$ cat config.mk
export PLATFORM = sky130hd
export DESIGN_NAME = psq_seq
export DESIGN_NICKNAME = d
export VERILOG_FILES = /design/src/rtl/psq_pkg.sv /design/src/rtl/psq_done_track.sv /design/src/rtl/psq_kill_ctl.sv /design/src/rtl/psq_gap_timer.sv /design/src/rtl/psq_seq.sv
export SDC_FILE = /design/constraint.sdc
export NUM_CORES = 1
export LEC_CHECK = 0
export BUFFER_PORTS_ARGS = -buffer_cell sky130_fd_sc_hd__buf_4
export CAP_MARGIN = 20
export CORE_MARGIN = 10
export CORE_UTILIZATION = 40
export DETAILED_ROUTE_END_ITERATION = 10
export PLACE_DENSITY = 0.74
export SLEW_MARGIN = 20
export SYNTH_ARGS = -nofsm -noshare
export SYNTH_HDL_FRONTEND = slang
export SYNTH_SLANG_ARGS = --single-unit
$ cat constraint.sdc
create_clock -name clk -period 4.8 [get_ports clk]
set_clock_uncertainty 0.05 [all_clocks]
set_input_delay 0.48 -clock clk [delete_from_list [all_inputs] [get_ports clk]]
set_output_delay 0.48 -clock clk [all_outputs]
set_load 0.05 [all_outputs]
$ cat src/rtl/psq_pkg.sv
package psq_pkg;
   localparam int DEF_STAGES = 5;
   localparam int DEF_GAP    = 4;
   localparam int DEF_CPI_W  = 16;

   // Per-stage condition seen by the advance logic
   typedef enum logic [1:0] {
      ST_EMPTY  = 2'd0,
      ST_BUSY   = 2'd1,
      ST_DONE   = 2'd2,
      ST_KILLED = 2'd3
   } stage_st_e;
endpackage

$ cat src/rtl/psq_done_track.sv
module psq_done_track #(
   parameter int N_STAGES = psq_pkg::DEF_STAGES
) (
   input  logic                clk,
   input  logic                rst_n,
   input  logic [N_STAGES-1:0] stage_done,
   input  logic [N_STAGES-1:0] stage_valid,
   input  logic [N_STAGES-1:0] kill_mask,
   input  logic                advance,
   output logic [N_STAGES-1:0] ready,
   output logic [N_STAGES-1:0] busy
);
   logic [N_STAGES-1:0] done_q;

   for (genvar i = 0; i < N_STAGES; i++) begin : g_stage
      psq_pkg::stage_st_e st;

      always_ff @(posedge clk) begin
         if (!rst_n || advance)
            done_q[i] <= 1'b0;
         else if (stage_valid[i] && stage_done[i])
            done_q[i] <= 1'b1;
      end

      always_comb begin
         if (!stage_valid[i])
            st = psq_pkg::ST_EMPTY;
         else if (kill_mask[i])
            st = psq_pkg::ST_KILLED;
         else if (done_q[i] || stage_done[i])
            st = psq_pkg::ST_DONE;
         else
            st = psq_pkg::ST_BUSY;
      end

      assign ready[i] = (st != psq_pkg::ST_BUSY);
      assign busy[i]  = (st == psq_pkg::ST_BUSY);
   end
endmodule

$ cat src/rtl/psq_kill_ctl.sv
module psq_kill_ctl #(
   parameter int N_STAGES = psq_pkg::DEF_STAGES,
   parameter int SRC_W    = $clog2(N_STAGES)
) (
   input  logic                clk,
   input  logic                rst_n,
   input  logic                flush_req,
   input  logic [SRC_W-1:0]    flush_src,
   input  logic                advance,
   output logic [N_STAGES-1:0] kill_mask
);
   logic [N_STAGES-1:0] req_mask;
   logic [N_STAGES-1:0] kill_q;

   for (genvar i = 0; i < N_STAGES; i++) begin : g_req
      assign req_mask[i] = flush_req && (i < int'(flush_src));
   end

   always_ff @(posedge clk) begin
      if (!rst_n || advance)
         kill_q <= '0;
      else
         kill_q <= kill_q | req_mask;
   end

   assign kill_mask = kill_q | req_mask;
endmodule

$ cat src/rtl/psq_gap_timer.sv
module psq_gap_timer #(
   parameter int MIN_GAP = psq_pkg::DEF_GAP
) (
   input  logic clk,
   input  logic rst_n,
   input  logic advance,
   output logic gap_ok
);
   if (MIN_GAP <= 1) begin : g_free
      assign gap_ok = 1'b1;
   end else begin : g_count
      localparam int GW = $clog2(MIN_GAP);
      localparam logic [GW-1:0] LIM = GW'(MIN_GAP - 1);
      logic [GW-1:0] cnt_q;

      always_ff @(posedge clk) begin
         if (!rst_n)
            cnt_q <= LIM;
         else if (advance)
            cnt_q <= '0;
         else if (cnt_q != LIM)
            cnt_q <= cnt_q + 1'b1;
      end

      assign gap_ok = (cnt_q == LIM);
   end
endmodule

$ cat src/rtl/psq_seq.sv
module psq_seq #(
   parameter int N_STAGES = psq_pkg::DEF_STAGES,
   parameter int MIN_GAP  = psq_pkg::DEF_GAP,
   parameter int CPI_W    = psq_pkg::DEF_CPI_W,
   localparam int SRC_W   = $clog2(N_STAGES)
) (
   input  logic                clk,
   input  logic                rst_n,
   input  logic [N_STAGES-1:0] stage_done,
   input  logic                flush_req,
   input  logic [SRC_W-1:0]    flush_src,
   input  logic                ifetch_valid,
   output logic                ifetch_take,
   output logic                advance,
   output logic [N_STAGES-1:0] stage_start,
   output logic [N_STAGES-1:0] stage_valid,
   output logic [CPI_W-1:0]    cpi_count
);
   if (N_STAGES < 2) begin : g_bad_stages
      $error("psq_seq: N_STAGES must be at least 2");
   end
   if (MIN_GAP < 1) begin : g_bad_gap
      $error("psq_seq: MIN_GAP must be at least 1");
   end
   if (CPI_W < 1) begin : g_bad_cpi
      $error("psq_seq: CPI_W must be at least 1");
   end

   logic [N_STAGES-1:0] ready, busy, kill_mask;
   logic [N_STAGES-1:0] valid_q, start_q, next_valid;
   logic [CPI_W-1:0]    cpi_q;
   logic                gap_ok;

   psq_done_track #(.N_STAGES(N_STAGES)) u_done (
      .clk(clk), .rst_n(rst_n), .stage_done(stage_done),
      .stage_valid(valid_q), .kill_mask(kill_mask), .advance(advance),
      .ready(ready), .busy(busy)
   );

   psq_kill_ctl #(.N_STAGES(N_STAGES), .SRC_W(SRC_W)) u_kill (
      .clk(clk), .rst_n(rst_n), .flush_req(flush_req),
      .flush_src(flush_src), .advance(advance), .kill_mask(kill_mask)
   );

   psq_gap_timer #(.MIN_GAP(MIN_GAP)) u_gap (
      .clk(clk), .rst_n(rst_n), .advance(advance), .gap_ok(gap_ok)
   );

   assign advance     = (&ready) & gap_ok;
   assign ifetch_take = advance & ifetch_valid;
   assign next_valid  = {valid_q[N_STAGES-2:0] & ~kill_mask[N_STAGES-2:0], ifetch_valid};

   always_ff @(posedge clk) begin
      if (!rst_n) begin
         valid_q <= '0;
         start_q <= '0;
      end else begin
         if (advance)
            valid_q <= next_valid;
         start_q <= advance ? next_valid : '0;
      end
   end

   always_ff @(posedge clk) begin
      if (!rst_n)
         cpi_q <= '0;
      else if ((|busy) && !advance && (cpi_q != '1))
         cpi_q <= cpi_q + 1'b1;
   end

   assign stage_valid = valid_q;
   assign stage_start = start_q;
   assign cpi_count   = cpi_q;
endmodule

==> impl_metrics.ini, run 1 <==
[run_status]
status = complete, no violations

[worst_setup_path]
r2r_cells = 7
critPathArrivalTime_ps = 1850
worstPathRequired_ps = 4270
crit_path_frequent_cell = buf_4
worstSetupEndpointType = primary output
crit_family = simple AND/OR/NAND/NOR gates
crit_chain = buf_4 > inv_1 > o211ai_2 > o32ai_4 > nor3_2 > buf_4
startpoint_type = primary input
cp_num_buf_inv = 3
crit_fanout = 8
cp.depth = 6
cpPeakStageDelay_ps = 460
path_class = primary input to primary output
critPathSlowestCell = nor3_2
startpoint = flush_req
r2r_start = cpi_count[0]$_SDFFE_PN0P_

[pwr]
combPwrFrac = 0.131
clkPwrFrac = 0.392
powerDensity_mw_per_mm2 = 324.4
p_seq_frac = 0.477
switching_share = 0.2663
power.leakage_nw = 0.7805
internal_power_uw = 509.2
switching_power_uw = 184.8
vdd_drop_max_uv = 184.7

[global_route]
grt-ovfl-total = 0
grt_max_degree = 31
antenna_found_initial = 0
track_usage = 0.1094
grt_pass1_vias = 1436
grt_pass1_wl_um = 6755

[final_layout]
diodes = 0
area_growth_pct = 25.64
final-seq-area_um2 = 760.7
drive_above_1_share = 0.2565
n_fill_cell = 387
final_core_util = 0.5273
fin_nets = 243
multi_input_area_um2 = 875.8

[place]
gp_congestion = 0.8122
dp_hpwl_um = 3009
portBuffers = 39

[clock_network]
cts_tree = done
root_buffer = clkbuf_8
path_clk_slew_ps = 80
clock_latency_ps = 290
cts_buffers = 5
hold_buffers = 0
ctsResizeCount = 0
cts_setup_buffers = 0
cts_htree_levels = 2
cts_buffer_depth = 2
clock_sinks = 38

[synth]
synthCells = 189
ys_seq_elements = 38
syn-cell-area_mm2 = 0.001703
yosys_warnings = 0
synth_edf_count = 0
seq_area_frac_synth = 0.4467
ys_types = 45
ys.flop_type = dfxtp_1
async_flop_share = 0
syn_nets = 203
avgSynthCellArea_um2 = 9.010

[timing]
setup_tns_ps = 0
worst_slew_pin_slew_ps = 1016
hold_viol = 0
layout_min_cycle_time_ps = 2376
drv_slew = 0
max_freq_mhz = 421.0
setup_viol = 0
fin_crit_sh = 0.4949
relSlewSlack = 0.3142
rsz0062_at_grt = no

[die]
num_rows = 23
ios = 40
start_util = 0.4197
die_y_um = 85.25
core-area_mm2 = 0.004058
die_w_um = 85.25
dieArea_mm2 = 0.007267

[worst_hold_path]
hold_class = primary input to flop
min_path_cells = 3
min-delay-start = stage_done[4]

[detailed_routing]
drt_iter0_drc = 77
drt-wirelength-per-cell_um = 14.38
antenna_left = 0
first_pass_iters = 4
via_count = 1486
drc = 0
vias_per_cell = 5.307
routed_wl_um = 4025

[job]
drv_cap = 0
## metrics by stage
step           hold slack, ps  worst slack [ps]  cells  area [um2]  power [mW]
6_report                377.9              2424    280        2140      0.6940
2_1_floorplan           379.3              1844    189        1703      0.4011
4_1_cts                 373.6              2413    280        2140      0.7036
3_5_place_dp            397.6              2358    272        2026      0.4295
5_1_grt                 407.9              2287    280        2140      0.7293
3_3_place_gp            391.7              2425    272        2026      0.4288
## sequential cells by signal, summed over array words and instances (netlist names)
name                 count
u_gap.g_count.cnt_q      2
stage_valid              5
cpi_count               16
stage_start              5
u_kill.kill_q            5
u_done.done_q            5
## final cells by class
type / instances / share of cell area
multi-input combinational: 136 / 0.4094
clock inverter: 3 / 0.02105
tap: 50 / 0.02924
clock buffer: 5 / 0.03216
timing repair buffer: 39 / 0.1368
sequential: 38 / 0.3556
inverter: 9 / 0.01579
## path summary, 6_finish.rpt
check | endpoint | slack [ps]
worst min-delay path | u_done.done_q[4]$_SDFFE_PP0P_ | 380
worst max-delay path | advance | 2420
worst max register to register | cpi_count[9]$_SDFFE_PN0P_ | 2620
worst min register to register | u_kill.kill_q[4]$_SDFF_PP0_ | 410
## power by group through the flow
stage	clock, mW	combinational (mW)	sequential, mW
2_1_floorplan	0	0.0538	0.347
3_3_place_gp	0	0.0907	0.338
3_5_place_dp	0	0.0913	0.338
4_1_cts	0.281	0.0915	0.331
5_1_grt	0.298	0.0993	0.332
6_report	0.272	0.0907	0.331
## synthesized netlist by cell type (3+ instances only)
cell type | count | area share
a21oi_1 | 12 | 0.035
nand3_1 | 7 | 0.021
o31ai_1 | 3 | 0.013
mux2i_1 | 3 | 0.018
a21boi_1 | 6 | 0.026
nand4_1 | 3 | 0.011
o21ai_0 | 10 | 0.029
o22ai_1 | 5 | 0.018
nand2b_1 | 4 | 0.015
nand2_1 | 21 | 0.046
or3_1 | 5 | 0.018
o211ai_1 | 8 | 0.035
dfxtp_1 | 38 | 0.45
inv_1 | 9 | 0.020
nor2_1 | 16 | 0.035
clkbuf_1 | 3 | 0.0066
## metal layers
metal	up-vias	track usage	part of all wire
li1	767	-	-
met2	34	0.1826	0.47
met1	683	0.1225	0.45
met3	2	0.05163	0.076
met5	-	0	0
met4	0	0.02695	0.0035
## logic make-up (layout without fill, tap and decap cells)
| family | count (synthesis) | after routing | share of synthesized area |
|---|---|---|---|
| multiplexers | 3 | 3 | 0.01763 |
| adder cells (fa/ha/maj) | 2 | 2 | 0.01469 |
| XOR/XNOR | 1 | 1 | 0.005144 |
| AND/OR/NAND/NOR | 76 | 76 | 0.2454 |
| AO/OA/AOI/OAI | 54 | 54 | 0.2315 |
| flip-flops | 38 | 38 | 0.4467 |
| buffers and inverters | 15 | 56 | 0.03894 |
## cell usage in the layout, fill, tap and decap left out, types with 2 or more instances in the layout
cell | synthesis | routed
a21boi_1 | 6 | 6
nand2b_1 | 4 | 4
nor2_1 | 16 | 16
o31ai_1 | 3 | 3
or4_1 | 2 | 2
clkinvlp_4 | 0 | 2
buf_4 | 0 | 39
nand3_1 | 7 | 7
nor3_1 | 2 | 2
ha_1 | 2 | 2
nor3_2 | 2 | 2
o22ai_1 | 5 | 5
dfxtp_1 | 38 | 38
nand2_1 | 21 | 21
mux2i_1 | 3 | 3
o21ai_0 | 10 | 10
nand4_1 | 3 | 3
clkbuf_8 | 0 | 5
or3_1 | 5 | 5
inv_1 | 9 | 9
a21oi_1 | 12 | 12
o211ai_1 | 8 | 8
nor4_1 | 2 | 2
and3_1 | 2 | 2
## worst min-delay path, delay by kind of cell
kind / cells / cell delay [ps]
AOI/OAI and AO/OA: 1 / 50
buffers and inverters: 1 / 80
and+or+nand+nor: 1 / 70
(Power assumes the default switching activity.)
==> run 2: changes to the inputs <==
clock period = 2.4 ns   (was 4.8 ns; I/O delays follow)
==> run 2 against run 1 <==
Register-to-register slack worse by 2400 ps. Combinational power increased by 110%. Clock power rose by 65%. Sequential power increased by 100%. Critical path type is now flop to flop. Largest power group unchanged.
==> impl_metrics.ini, run 2 (same netlist as run 1, synthesis figures left out) <==
[run_status]
status = complete, no violations

[worst_hold_path]
hold_class = primary input to flop
min-delay-start = stage_done[4]

[global_route]
busiest_layer = met2
grt_max_degree = 31
met1_usage = 0.1473
track_usage = 0.1147
grt-ovfl-total = 0
met2_usage = 0.1683
use_met3 = 0.03920
antenna_found_initial = 0
grt_pass1_vias = 1439
grt_pass1_wl_um = 7072

[worst_setup_path]
crit_fanout = 8
critPathArrivalTime_ps = 2340
r2r_start = cpi_count[0]$_SDFFE_PN0P_
worstSetupEndpointType = flop
startpoint = cpi_count[0]$_SDFFE_PN0P_
worstPathRequired_ps = 2580
path_class = flop to flop
reg2reg_setup_slack_ps = 240
startpoint_type = flop

[timing]
max_freq_mhz = 463.5
layout_min_cycle_time_ps = 2158
relSlewSlack = 0.6839
rsz0062_at_grt = no
fin_crit_sh = 0.8990
drv_slew = 0
worst_slew_pin_slew_ps = 473.1
hold_viol = 0
setup_tns_ps = 0
setup_viol = 0

[place]
portBuffers = 39
gp_congestion = 0.8194
placed_cell_area_mm2 = 0.002061
dp_hpwl_um = 2983

[job]
drv_cap = 0

[detailed_routing]
first_pass_iters = 4
drt_iter0_drc = 150
drt-wirelength-per-cell_um = 14.27
antenna_left = 0
via_count = 1521
drc = 0
vias_per_cell = 5.375
routed_wl_um = 4039

[final_layout]
diodes = 0
final_cell_mix = buf_4, dfxtp_1, nand2_1
final_common_cell = buf_4
drive_above_1_share = 0.2661
final_core_util = 0.5304
area_growth_pct = 26.38
finalInstanceArea_mm2 = 0.002152
largest_register_ffs = 16
fin_nets = 246

[clock_network]
cts_buffers = 5
clock_sinks = 38
cts_setup_buffers = 0
cts_htree_levels = 2
cts_tree = done
ctsResizeCount = 0
hold_buffers = 0
path_clk_slew_ps = 70
cts_buffer_depth = 2
root_buffer = clkbuf_8
clock_latency_ps = 290

[die]
ios = 40
core-area_mm2 = 0.004058
die_y_um = 85.25
dieArea_mm2 = 0.007267
die_w_um = 85.25
start_util = 0.4197
num_rows = 23

[pwr]
vdd_drop_max_uv = 269.3
power.leakage_nw = 0.7961
powerDensity_mw_per_mm2 = 605.3
-- run 2: cell count changes in the layout (fill, tap and decap cells not counted) --
cell	previous run	this run
buf_4	39	42
clkinvlp_4	2	0
bufinv_16	1	0
clkbuf_1	0	1
clkbuf_8	5	6
clkinv_2	0	1
nor3_2	2	1
nor3_4	0	1
nor4_1	2	1
nor4_2	0	1
-- run 2: metal layers --
layer,wire length (um),part of all wire
met1,1870,0.46
met2,1846,0.46
met5,0,0
met3,222,0.055
met4,99,0.025
-- run 2: path summary, 6_finish.rpt --
check                             endpoint  cells after the start
max              cpi_count[9]$_SDFFE_PN0P_                      7
min reg2reg    u_kill.kill_q[4]$_SDFF_PP0_                      2
max reg2reg      cpi_count[9]$_SDFFE_PN0P_                      7
min          u_done.done_q[4]$_SDFFE_PP0P_                      3
-- run 2: critical path: stages (launching register included) --
cell and delay, ps:
dfxtp_1 340, ha_1 250, nand2_1 170, nor3_2 100
nand2_1 220, or4bb_1 530, or3_1 310, a21boi_1 130
-- run 2: area by class of cell --
type / instances / area (um2)
well taps: 50 / 62.56
clock buffers: 7 / 86.33
flip-flops and latches: 38 / 760.7
clock inverters: 1 / 5.005
fillers: 387 / 1906
multi-input cells: 136 / 888.4
inverters: 9 / 33.78
repair buffers: 42 / 315.3
-- run 2: report_power, final --
group | internal (mW) | total [mW] | leakage (nW) | switching (mW)
Combinational | 0.0639 | 0.190 | 0.440 | 0.126
Sequential | 0.650 | 0.662 | 0.308 | 0.0113
Clock | 0.232 | 0.450 | 0.0482 | 0.219
Total | 0.946 | 1.30 | 0.796 | 0.357
-- run 2: through the flow --
stage          hold WS [ps]  worst slack (ps)  instances  power, mW
2_1_floorplan         331.1             191.7        189     0.8082
3_3_place_gp          396.3             320.5        275     0.8634
3_5_place_dp          397.5             247.9        275     0.8665
4_1_cts               133.2             249.4        283      1.313
5_1_grt               142.3             70.14        283      1.359
6_report              133.6             242.4        283      1.303
